===== src/rtl/dsleep_pkg.sv =====
package dsleep_pkg;

  localparam int NUM_WAKE  = 4;
  localparam int WK_POR    = 0;
  localparam int WK_MCLR   = 1;
  localparam int WK_EXTINT = 2;
  localparam int WK_WDOG   = 3;

  typedef logic [NUM_WAKE-1:0] wake_vec_t;

  typedef enum logic [1:0] {
    ST_AWAKE = 2'd0,
    ST_ARMED = 2'd1,
    ST_DEEP  = 2'd2
  } ds_state_e;

endpackage


===== src/rtl/dsleep_pin_sync.sv =====
module dsleep_pin_sync #(
  parameter int STAGES = 2
) (
  input  logic clk,
  input  logic rst_n,
  input  logic pin_i,
  input  logic pol_i,
  output logic edge_o
);

  localparam int FILL_W = STAGES + 1;

  logic [STAGES-1:0] chain_q;
  logic              prev_q;
  logic [FILL_W-1:0] fill_q;
  logic              lvl;

  for (genvar g = 0; g < STAGES; g++) begin : g_stage
    if (g == 0) begin : g_first
      always_ff @(posedge clk or negedge rst_n) begin
        if (!rst_n) chain_q[g] <= 1'b0;
        else        chain_q[g] <= pin_i;
      end
    end else begin : g_next
      always_ff @(posedge clk or negedge rst_n) begin
        if (!rst_n) chain_q[g] <= 1'b0;
        else        chain_q[g] <= chain_q[g-1];
      end
    end
  end

  assign lvl = chain_q[STAGES-1];

  // prev and fill: fill masks the false transitions out of the reset value
  always_ff @(posedge clk or negedge rst_n) begin
    if (!rst_n) begin
      prev_q <= 1'b0;
      fill_q <= '0;
    end else begin
      prev_q <= lvl;
      fill_q <= {fill_q[FILL_W-2:0], 1'b1};
    end
  end

  assign edge_o = fill_q[FILL_W-1] && (lvl == pol_i) && (prev_q != pol_i);

  AST_EDGE_SINGLE_PULSE: assert property (@(posedge clk) disable iff (!rst_n)
    (edge_o && $stable(pol_i)) |=> !edge_o);

endmodule


===== src/rtl/dsleep_reentry_guard.sv =====
module dsleep_reentry_guard #(
  parameter int GUARD_TICKS = 3
) (
  input  logic clk,
  input  logic rst_n,
  input  logic wake_exit_i,
  input  logic release_clr_i,
  input  logic tick_i,
  output logic ready_o
);

  localparam int CW = $clog2(GUARD_TICKS + 1);

  logic          release_q;
  logic [CW-1:0] cnt_q;

  always_ff @(posedge clk or negedge rst_n) begin
    if (!rst_n) begin
      release_q <= 1'b0;
      cnt_q     <= '0;
    end else if (wake_exit_i) begin
      release_q <= 1'b1;
      cnt_q     <= '0;
    end else if (release_clr_i && release_q) begin
      release_q <= 1'b0;
      cnt_q     <= CW'(GUARD_TICKS);
    end else if (!release_q && (cnt_q != '0) && tick_i) begin
      cnt_q     <= cnt_q - 1'b1;
    end
  end

  assign ready_o = !release_q && (cnt_q == '0);

  AST_GUARD_HOLDS: assert property (@(posedge clk) disable iff (!rst_n)
    (release_clr_i && !tick_i && !wake_exit_i && !ready_o) |=> !ready_o);

  AST_READY_ON_TICK: assert property (@(posedge clk) disable iff (!rst_n)
    $rose(ready_o) |-> $past(tick_i));

  AST_WAKE_BLOCKS: assert property (@(posedge clk) disable iff (!rst_n)
    wake_exit_i |=> !ready_o);

endmodule


===== src/rtl/dsleep_arm_ctrl.sv =====
module dsleep_arm_ctrl
  import dsleep_pkg::*;
(
  input  logic      clk,
  input  logic      rst_n,
  input  logic      arm_set_i,
  input  logic      sleep_cmd_i,
  input  logic      tick_i,
  input  logic      reenter_ok_i,
  input  logic      int_en_i,
  input  wake_vec_t wake_req_i,
  output logic      armed_o,
  output logic      dsleep_o,
  output logic      wake_exit_o,
  output wake_vec_t wake_src_o
);

  ds_state_e state_q;
  wake_vec_t src_q;
  wake_vec_t gated;
  logic      int_en_q;

  always_comb begin
    gated            = wake_req_i;
    gated[WK_EXTINT] = wake_req_i[WK_EXTINT] & int_en_q;
  end

  assign wake_exit_o = (state_q == ST_DEEP) && (|gated);

  always_ff @(posedge clk or negedge rst_n) begin
    if (!rst_n) begin
      state_q  <= ST_AWAKE;
      src_q    <= '0;
      int_en_q <= 1'b0;
    end else begin
      unique case (state_q)
        ST_AWAKE: begin
          if (arm_set_i) begin
            state_q <= ST_ARMED;
            src_q   <= '0;
          end
        end
        ST_ARMED: begin
          if (arm_set_i) begin
            src_q <= '0;
          end else if (sleep_cmd_i && reenter_ok_i) begin
            state_q  <= ST_DEEP;
            int_en_q <= int_en_i;
          end else if (tick_i) begin
            state_q <= ST_AWAKE;
          end
        end
        ST_DEEP: begin
          if (|gated) begin
            state_q <= ST_AWAKE;
            src_q   <= src_q | gated;
          end
        end
        default: state_q <= ST_AWAKE;
      endcase
    end
  end

  assign armed_o    = (state_q == ST_ARMED) || (state_q == ST_DEEP);
  assign dsleep_o   = (state_q == ST_DEEP);
  assign wake_src_o = src_q;

  AST_ENTRY_NEEDS_ARM: assert property (@(posedge clk) disable iff (!rst_n)
    $rose(dsleep_o) |-> $past(armed_o && sleep_cmd_i && reenter_ok_i && !arm_set_i));

  AST_WINDOW_CLOSES: assert property (@(posedge clk) disable iff (!rst_n)
    (armed_o && !dsleep_o && tick_i && !sleep_cmd_i && !arm_set_i) |=> !armed_o);

  AST_EXIT_DISARMS: assert property (@(posedge clk) disable iff (!rst_n)
    $fell(dsleep_o) |-> !armed_o);

  AST_ARM_CLEARS_SRC: assert property (@(posedge clk) disable iff (!rst_n)
    (arm_set_i && !dsleep_o) |=> (armed_o && (wake_src_o == '0)));

  AST_EXIT_HAS_SOURCE: assert property (@(posedge clk) disable iff (!rst_n)
    $fell(dsleep_o) |-> (wake_src_o != '0));

  AST_INT_NEEDS_EN: assert property (@(posedge clk) disable iff (!rst_n)
    $rose(wake_src_o[WK_EXTINT]) |-> $past(int_en_q));

  AST_SRC_STICKY: assert property (@(posedge clk) disable iff (!rst_n)
    (!dsleep_o && !arm_set_i) |=> $stable(wake_src_o));

endmodule


===== src/rtl/dsleep_ctrl.sv =====
module dsleep_ctrl
  import dsleep_pkg::*;
#(
  parameter int SYNC_STAGES = 2,
  parameter int GUARD_TICKS = 3
) (
  input  logic                clk,
  input  logic                rst_n,
  input  logic                arm_set_i,
  input  logic                sleep_cmd_i,
  input  logic                icyc_tick_i,
  input  logic                por_i,
  input  logic                master_clr_n_i,
  input  logic                ext_int_i,
  input  logic                ext_int_pol_i,
  input  logic                ext_int_en_i,
  input  logic                wdog_tmo_i,
  input  logic                release_clr_i,
  output logic                dsleep_o,
  output logic [NUM_WAKE-1:0] wake_src_o,
  output logic                armed_o,
  output logic                reenter_ok_o
);

  logic      int_edge;
  logic      wake_exit;
  wake_vec_t wake_req;

  dsleep_pin_sync #(.STAGES(SYNC_STAGES)) u_pin_sync (
    .clk    (clk),
    .rst_n  (rst_n),
    .pin_i  (ext_int_i),
    .pol_i  (ext_int_pol_i),
    .edge_o (int_edge)
  );

  always_comb begin
    wake_req            = '0;
    wake_req[WK_POR]    = por_i;
    wake_req[WK_MCLR]   = ~master_clr_n_i;
    wake_req[WK_EXTINT] = int_edge;
    wake_req[WK_WDOG]   = wdog_tmo_i;
  end

  dsleep_arm_ctrl u_arm_ctrl (
    .clk          (clk),
    .rst_n        (rst_n),
    .arm_set_i    (arm_set_i),
    .sleep_cmd_i  (sleep_cmd_i),
    .tick_i       (icyc_tick_i),
    .reenter_ok_i (reenter_ok_o),
    .int_en_i     (ext_int_en_i),
    .wake_req_i   (wake_req),
    .armed_o      (armed_o),
    .dsleep_o     (dsleep_o),
    .wake_exit_o  (wake_exit),
    .wake_src_o   (wake_src_o)
  );

  dsleep_reentry_guard #(.GUARD_TICKS(GUARD_TICKS)) u_guard (
    .clk           (clk),
    .rst_n         (rst_n),
    .wake_exit_i   (wake_exit),
    .release_clr_i (release_clr_i),
    .tick_i        (icyc_tick_i),
    .ready_o       (reenter_ok_o)
  );

  AST_WDOG_WAKES: assert property (@(posedge clk) disable iff (!rst_n)
    (dsleep_o && wdog_tmo_i) |=> (!dsleep_o && wake_src_o[WK_WDOG]));

  AST_AWAKE_OK_AFTER_RESET: assert property (@(posedge clk) disable iff (!rst_n)
    $fell(dsleep_o) |=> !reenter_ok_o || release_clr_i);

endmodule


===== config.mk =====
export PLATFORM = sky130hd
export DESIGN_NAME = dsleep_ctrl
export DESIGN_NICKNAME = d
export VERILOG_FILES = /design/src/rtl/dsleep_pkg.sv /design/src/rtl/dsleep_pin_sync.sv /design/src/rtl/dsleep_reentry_guard.sv /design/src/rtl/dsleep_arm_ctrl.sv /design/src/rtl/dsleep_ctrl.sv
export SDC_FILE = /design/constraint.sdc
export NUM_CORES = 1
export LEC_CHECK = 0
export ABC_AREA = 0
export BUFFER_PORTS_ARGS = -buffer_cell sky130_fd_sc_hd__buf_2
export CORE_MARGIN = 4
export CORE_UTILIZATION = 50
export CTS_CLUSTER_SIZE = 25
export DETAILED_ROUTE_END_ITERATION = 10
export PLACE_DENSITY = 0.81
export REMOVE_ABC_BUFFERS = 1
export SLEW_MARGIN = 25
export SYNTH_ARGS = -nofsm -noshare
export SYNTH_HDL_FRONTEND = slang
export SYNTH_SLANG_ARGS = --single-unit
export TNS_END_PERCENT = 100

===== constraint.sdc =====
create_clock -name clk -period 2.04 [get_ports clk]
set_input_delay 0.204 -clock clk [delete_from_list [all_inputs] [get_ports clk]]
set_output_delay 0.204 -clock clk [all_outputs]
set_load 0.01 [all_outputs]

Yosys cells after proc, flatten, opt, wreduce, memory -nomap -nowiden. Cells that the tools add are included.

Logic and storage cells: 58. Bits in latches: 0. Flip-flop bits (word level): 16. Bits of input ports: 12. RAM bits: 0. Memories: 0. ROM bits: 0.

Add/subtract/negate cells: 1. Multiply operators: 0. Order comparisons: 0. Shifts and indexed selects: 0. Multiplexer cells: 14. Eq/ne operators: 9. Divide/modulo/power cells: 0. Bitwise gates (word level): 4. Reductions and logical operators: 21.

Operator list (number): two-way mux 2 bit (8); logical AND 1 bit (8); two-way mux 4 bit (2); one-hot mux 4 bit (2 select lines) (1); one-hot mux 2 bit (3 select lines) (1); AND reduction 3 bit (2); nonzero test 2 bit (3); logical NOT 2 bit (2); inequality test 2 x 1 -> 1 bit, second input constant (2); inequality test 2 bit, second input constant (2); OR 4 bit (1); AND reduction 4 bit (1); OR reduction 4 bit (1); inequality test 3 x 2 -> 1 bit, second input constant (1); nonzero test 3 bit (1); == test 2 x 1 -> 1 bit, second input constant (1); == test 2 bit, second input constant (1); two-way mux 1 bit (2); NOT 1 bit (2); OR reduction 2 bit (1); subtractor 2 x 1 -> 2 bit, second input constant (1); AND 1 bit (1); == test 1 bit (1); logical NOT 1 bit (1); 2 further kinds (2).

Depth between registers and ports, before layout.
Depth in word-level cells: 7. Mapped depth: 6. Gate-level depth less buffers: 6.

By module. Synthesis repeated with hierarchy kept, for this count alone.

Cell total of the unflattened synthesis: 65. Area total of the unflattened synthesis: 745.7 µm².

Modules (own cells, without submodules): dsleep_arm_ctrl (sequential area each 175.2 µm², times used 1, cells each 38, area an instance 389.1 µm²); dsleep_pin_sync (sequential area each 150.1 µm², times used 1, cells each 10, area an instance 177.7 µm²); dsleep_reentry_guard (sequential area each 75.1 µm², times used 1, cells each 16, area an instance 175.2 µm²); dsleep_ctrl (sequential area each 0.0 µm², times used 1, cells each 1, area an instance 3.8 µm²).

Worst setup path after synthesis. OpenSTA, ideal clock, no wires.

Path type: flip-flop to flip-flop. Start point: register u_guard.cnt_q[0]. End point: register u_arm_ctrl.state_q[0]. Buffers on the path: 0. Data required time: 1.915 ns. Cell stages (with the launch flop): 7. Period minus slack after synthesis: 1.526 ns. Path slack: 0.514 ns. Setup time: 0.125 ns. Arrival: 1.401 ns. Cell sequence: dfrtp_1 -> inv_1 -> ha_1 -> and3b_1 -> o31a_1 -> o21a_4 -> mux2_4.

Word-level cells in the longest chain between the ends: 6. Elaborated cells between the ends (all ways): 8. Those cells by class: eq/ne: 1; mux: 3; reduce/logical: 4.

RTL lines: from (decl) (line dsleep_reentry_guard.sv:15) `logic [CW-1:0] cnt_q;`; from (signal assigned) (line dsleep_reentry_guard.sv:26) `cnt_q <= CW'(GUARD_TICKS);`; from (signal assigned) (line dsleep_reentry_guard.sv:28) `cnt_q <= cnt_q - 1'b1;`; logical NOT 2 bit * (line dsleep_reentry_guard.sv:32) `assign ready_o = !release_q && (cnt_q == '0);`; logical AND 1 bit * (line dsleep_reentry_guard.sv:32); logical AND 1 bit * (line dsleep_arm_ctrl.sv:46) `end else if (sleep_cmd_i && reenter_ok_i) begin`; two-way mux 2 bit (line dsleep_arm_ctrl.sv:46); two-way mux 2 bit (line dsleep_arm_ctrl.sv:44) `if (arm_set_i) begin`; one-hot mux 2 bit (3 select lines) (line dsleep_arm_ctrl.sv:36) `unique case (state_q)`; to (signal assigned) (line dsleep_arm_ctrl.sv:39) `state_q <= ST_ARMED;`; to (signal assigned) (line dsleep_arm_ctrl.sv:47) `state_q <= ST_DEEP;`; to (signal assigned) (line dsleep_arm_ctrl.sv:50) `state_q <= ST_AWAKE;`; to (decl) (line dsleep_arm_ctrl.sv:18) `ds_state_e state_q;`.

Mark *: on every way between the ends. The rest lies on a longest branch, timed or not. The select of a mux whose other input is x is not followed. A chain may end at the register's enable or synchronous reset.

Worst setup path in the final report.
Start point: register u_guard.cnt_q[0]. End point: register u_arm_ctrl.state_q[1].

Same word-level chain as after synthesis.

==> out/results.ini <==
[sta]
fmax_mhz = 612
rsz0062_at_grt = no
tns_ns = 0
finalSetupViolations = 0
worst_slack_ns = 0.406
hold_viol = 0
slew_viol_final = 0
final.period_utilization_pct = 80.1
fin_skew_ns = 0.000605
layout_min_cycle_time_ns = 1.63

[synth]
yosysTopAreaCellShare_pct = 53.2
synth-seq-cells = 16
syn_area_um2 = 752
synthCells = 67
yosys.area.top_type = dfrtp_1
synth_warnings = 0
syn_area_per_cell_um2 = 11.2
seq_area_frac_synth_pct = 53.2
synth.area.top_cells = dfrtp_1, ha_1, nor2_1
ys_types = 26

[placed_design]
placed_cell_area_um2 = 861
gp_congestion = 0.714
hpwl_mm = 1.07
pre_cts_slack_ns = 0.443
numPortBuffers = 18
placedCellCount = 100

[cells_and_area]
drive_gt1_share_pct = 30.0
n_antenna_cell = 0
fin_nets = 108
area_growth_pct = 20.6
fin_util_pct = 66.4
final_cells = 105
fin_area_um2 = 907
fillers = 119

[global_routing]
grt_max_degree = 17
antenna_found_initial = 0
gr-total-overflow = 0
grt_use_total_pct = 15.3
grt_pass1_wl_mm = 2.30
grt_pass1_vias = 560

[pwr]
p_per_area_nw_per_um2 = 1250
seqPwrFrac_pct = 39.9
p_clk_share_pct = 18.3
cellInternalPower_uw = 757
comb_power_share_pct = 41.8
p_leak_nw = 0.474
p_switching_uw = 381
p_sw_share_pct = 33.5
ir_drop_mv = 0.716

[worst_hold_path]
hp-class = primary input to flip-flop

[floorplanning]
dieArea_um2 = 2190
dieHeight_um = 46.8
fp.dieW_um = 46.8
placementRows = 13
ioPinCount = 19
initial_core_util_pct = 55.0
fp.coreArea_um2 = 1370

[route]
vias = 522
drc = 0
ant_nets = 0
wl_mm = 1.38
avgViaCountPerCell = 4.97
routedWlPerCell_um = 13.2
first_iter_violations = 2
first_pass_iters = 4

[critical_path]
required_ns = 2.21
worst-endpoint-arrival_ns = 1.80
slowest_delay_ns = 0.37
crit_family = flip-flops
critPathKind = flip-flop to flip-flop
cp_cell_sequence = inv_1, ha_1, and3b_1, o31a_1, o21a_4, mux2_4
cp-start-kind = flip-flop
cp_slowest_cell = dfrtp_1
worstPathMaxFanout = 3
crit_buf_inv = 1
cp-end-kind = flip-flop

[clock_tree]
cts_root_buffer = clkbuf_4
cts_tree = built
postCtsSetupRepairBufs = 0
clockBufferDepth = 2
cts_resized = 0
cts_buffers = 3
clock_latency_ns = 0.28
clock-sinks = 16
clkTransAtPathRegs_ns = 0.10
cts_max_level = 1

[status]
status = completed

[flow_run]
maxCapViolCount = 0

-- logic make-up (layout without fill, tap and decap cells) --
kind of cell	count (synthesis)	after routing	share of synthesized area [%]
other	1	1	0.499
adder cells (fa/ha/maj)	5	5	8.32
AO/OA/AOI/OAI	10	10	10.1
XOR/XNOR	1	1	1.16
multiplexers	4	4	6.82
buffers and inverters	5	28	2.50
AND/OR/NAND/NOR	25	25	17.3
flip-flops	16	16	53.2
-- per-stage QoR --
step	hold WS [ns]	total power, mW
2_1_floorplan	-0.0916	0.807
3_3_place_gp	0.131	0.915
3_5_place_dp	0.134	0.941
4_1_cts	0.0264	1.15
5_1_grt	0.0147	1.23
6_report	0.0286	1.14
-- cells in the mapped netlist (all sizes together) --
| cell type | instances |
|---|---|
| dfrtp | 16 |
| nor2 | 10 |
| ha | 5 |
| inv | 5 |
| a21oi | 4 |
| nand2 | 4 |
| mux2 | 3 |
| nand3b | 2 |
| nor2b | 2 |
| o21ai | 2 |
| and2 | 1 |
| and2b | 1 |
| and3 | 1 |
| and3b | 1 |
| conb | 1 |
| mux2i | 1 |
| nand3 | 1 |
| o21a | 1 |
| o21bai | 1 |
| o221a | 1 |
| o31a | 1 |
| or2b | 1 |
| or3b | 1 |
| xnor2 | 1 |
-- power groups by stage --
stage	Sequential, mW	Clock, mW	Combinational (mW)
finish	0.454	0.208	0.475
global route	0.467	0.227	0.539
CTS	0.455	0.213	0.485
detailed placement	0.462	0	0.479
global placement	0.455	0	0.459
floorplan	0.460	0	0.347
-- worst register-to-register path: cells and delay by family (launching register included) --
| kind | cells | cell delay (ns) |
|---|---|---|
| fa+ha+maj | 1 | 0.22 |
| buf+inv | 1 | 0.08 |
| mux | 1 | 0.29 |
| flops | 1 | 0.37 |
| simple gates | 1 | 0.20 |
| compound gates | 2 | 0.37 |
-- registers in the layout, summed over array words and instances (netlist names) --
name	count
u_arm_ctrl.int_en_q	1
u_arm_ctrl.wake_src_o	4
u_guard.cnt_q	2
u_arm_ctrl.state_q	2
u_pin_sync.prev_q	1
u_pin_sync.fill_q	3
u_guard.release_q	1
u_pin_sync.lvl	1
u_pin_sync.chain_q	1
-- layout make-up --
class / count / area [µm²] / share of cell area [%]
sequential: 16 / 400 / 44.1
timing repair buffer: 19 / 100 / 11.0
tap: 15 / 18.8 / 2.07
inverter: 5 / 18.8 / 2.07
multi-input combinational: 46 / 333 / 36.7
clock buffer: 4 / 36.3 / 4.00
-- path summary, 6_finish.rpt --
kind | slack, ns | to | start | depth (start not counted)
worst max register to register | 0.41 | u_arm_ctrl.state_q[1]$_DFFE_PN0P_ | u_guard.cnt_q[0]$_DFFE_PN0P_ | 6
worst min-delay path | 0.03 | u_pin_sync.chain_q[0]$_DFF_PN0_ | ext_int_i | 1
worst min register to register | 0.37 | u_pin_sync.fill_q[2]$_DFF_PN0_ | u_pin_sync.fill_q[1]$_DFF_PN0_ | 0
max in group asynchronous | 1.43 | u_arm_ctrl.wake_src_o[3]$_DFFE_PN0P_ | rst_n | 2
worst max-delay path | 0.41 | u_arm_ctrl.state_q[1]$_DFFE_PN0P_ | u_guard.cnt_q[0]$_DFFE_PN0P_ | 6
min in group asynchronous | 0.35 | u_arm_ctrl.int_en_q$_DFFE_PN0P_ | rst_n | 2
-- per-layer routing --
layer / vias to the layer above / global-route usage [%] / wire length [µm]
met3: 2 / 2.68 / 79
met4: 0 / 6.63 / 12
met2: 14 / 26.0 / 637
li1: 268 / - / -
met1: 238 / 19.0 / 655
met5: - / 0 / 0
-- placed cells by master (no fill, tap or decap) --
| master | Yosys | routed |
|---|---|---|
| a21oi_1 | 3 | 3 |
| a21oi_2 | 1 | 1 |
| and2_1 | 1 | 1 |
| and2b_1 | 1 | 1 |
| and3_1 | 1 | 1 |
| and3b_1 | 1 | 1 |
| buf_2 | 0 | 18 |
| clkbuf_4 | 0 | 3 |
| clkbuf_8 | 0 | 1 |
| conb_1 | 1 | 1 |
| dfrtp_1 | 16 | 16 |
| dlygate4sd3_1 | 0 | 1 |
| ha_1 | 5 | 5 |
| inv_1 | 5 | 5 |
| mux2_1 | 1 | 1 |
| mux2_4 | 2 | 2 |
| mux2i_1 | 1 | 1 |
| nand2_1 | 4 | 4 |
| nand3_1 | 1 | 1 |
| nand3b_1 | 2 | 2 |
| nor2_1 | 10 | 10 |
| nor2b_1 | 2 | 2 |
| o21a_4 | 1 | 1 |
| o21ai_0 | 2 | 2 |
| o21bai_1 | 1 | 1 |
| o221a_2 | 1 | 1 |
| o31a_1 | 1 | 1 |
| or2b_1 | 1 | 1 |
| or3b_1 | 1 | 1 |
| xnor2_1 | 1 | 1 |
-- timing repair --
action / 4_1_cts / 5_1_grt
setup endpoints to repair: 0 / 0
hold endpoints to repair: 16 / 0
hold buffers: 1 / 0
(Power assumes the default switching activity.)
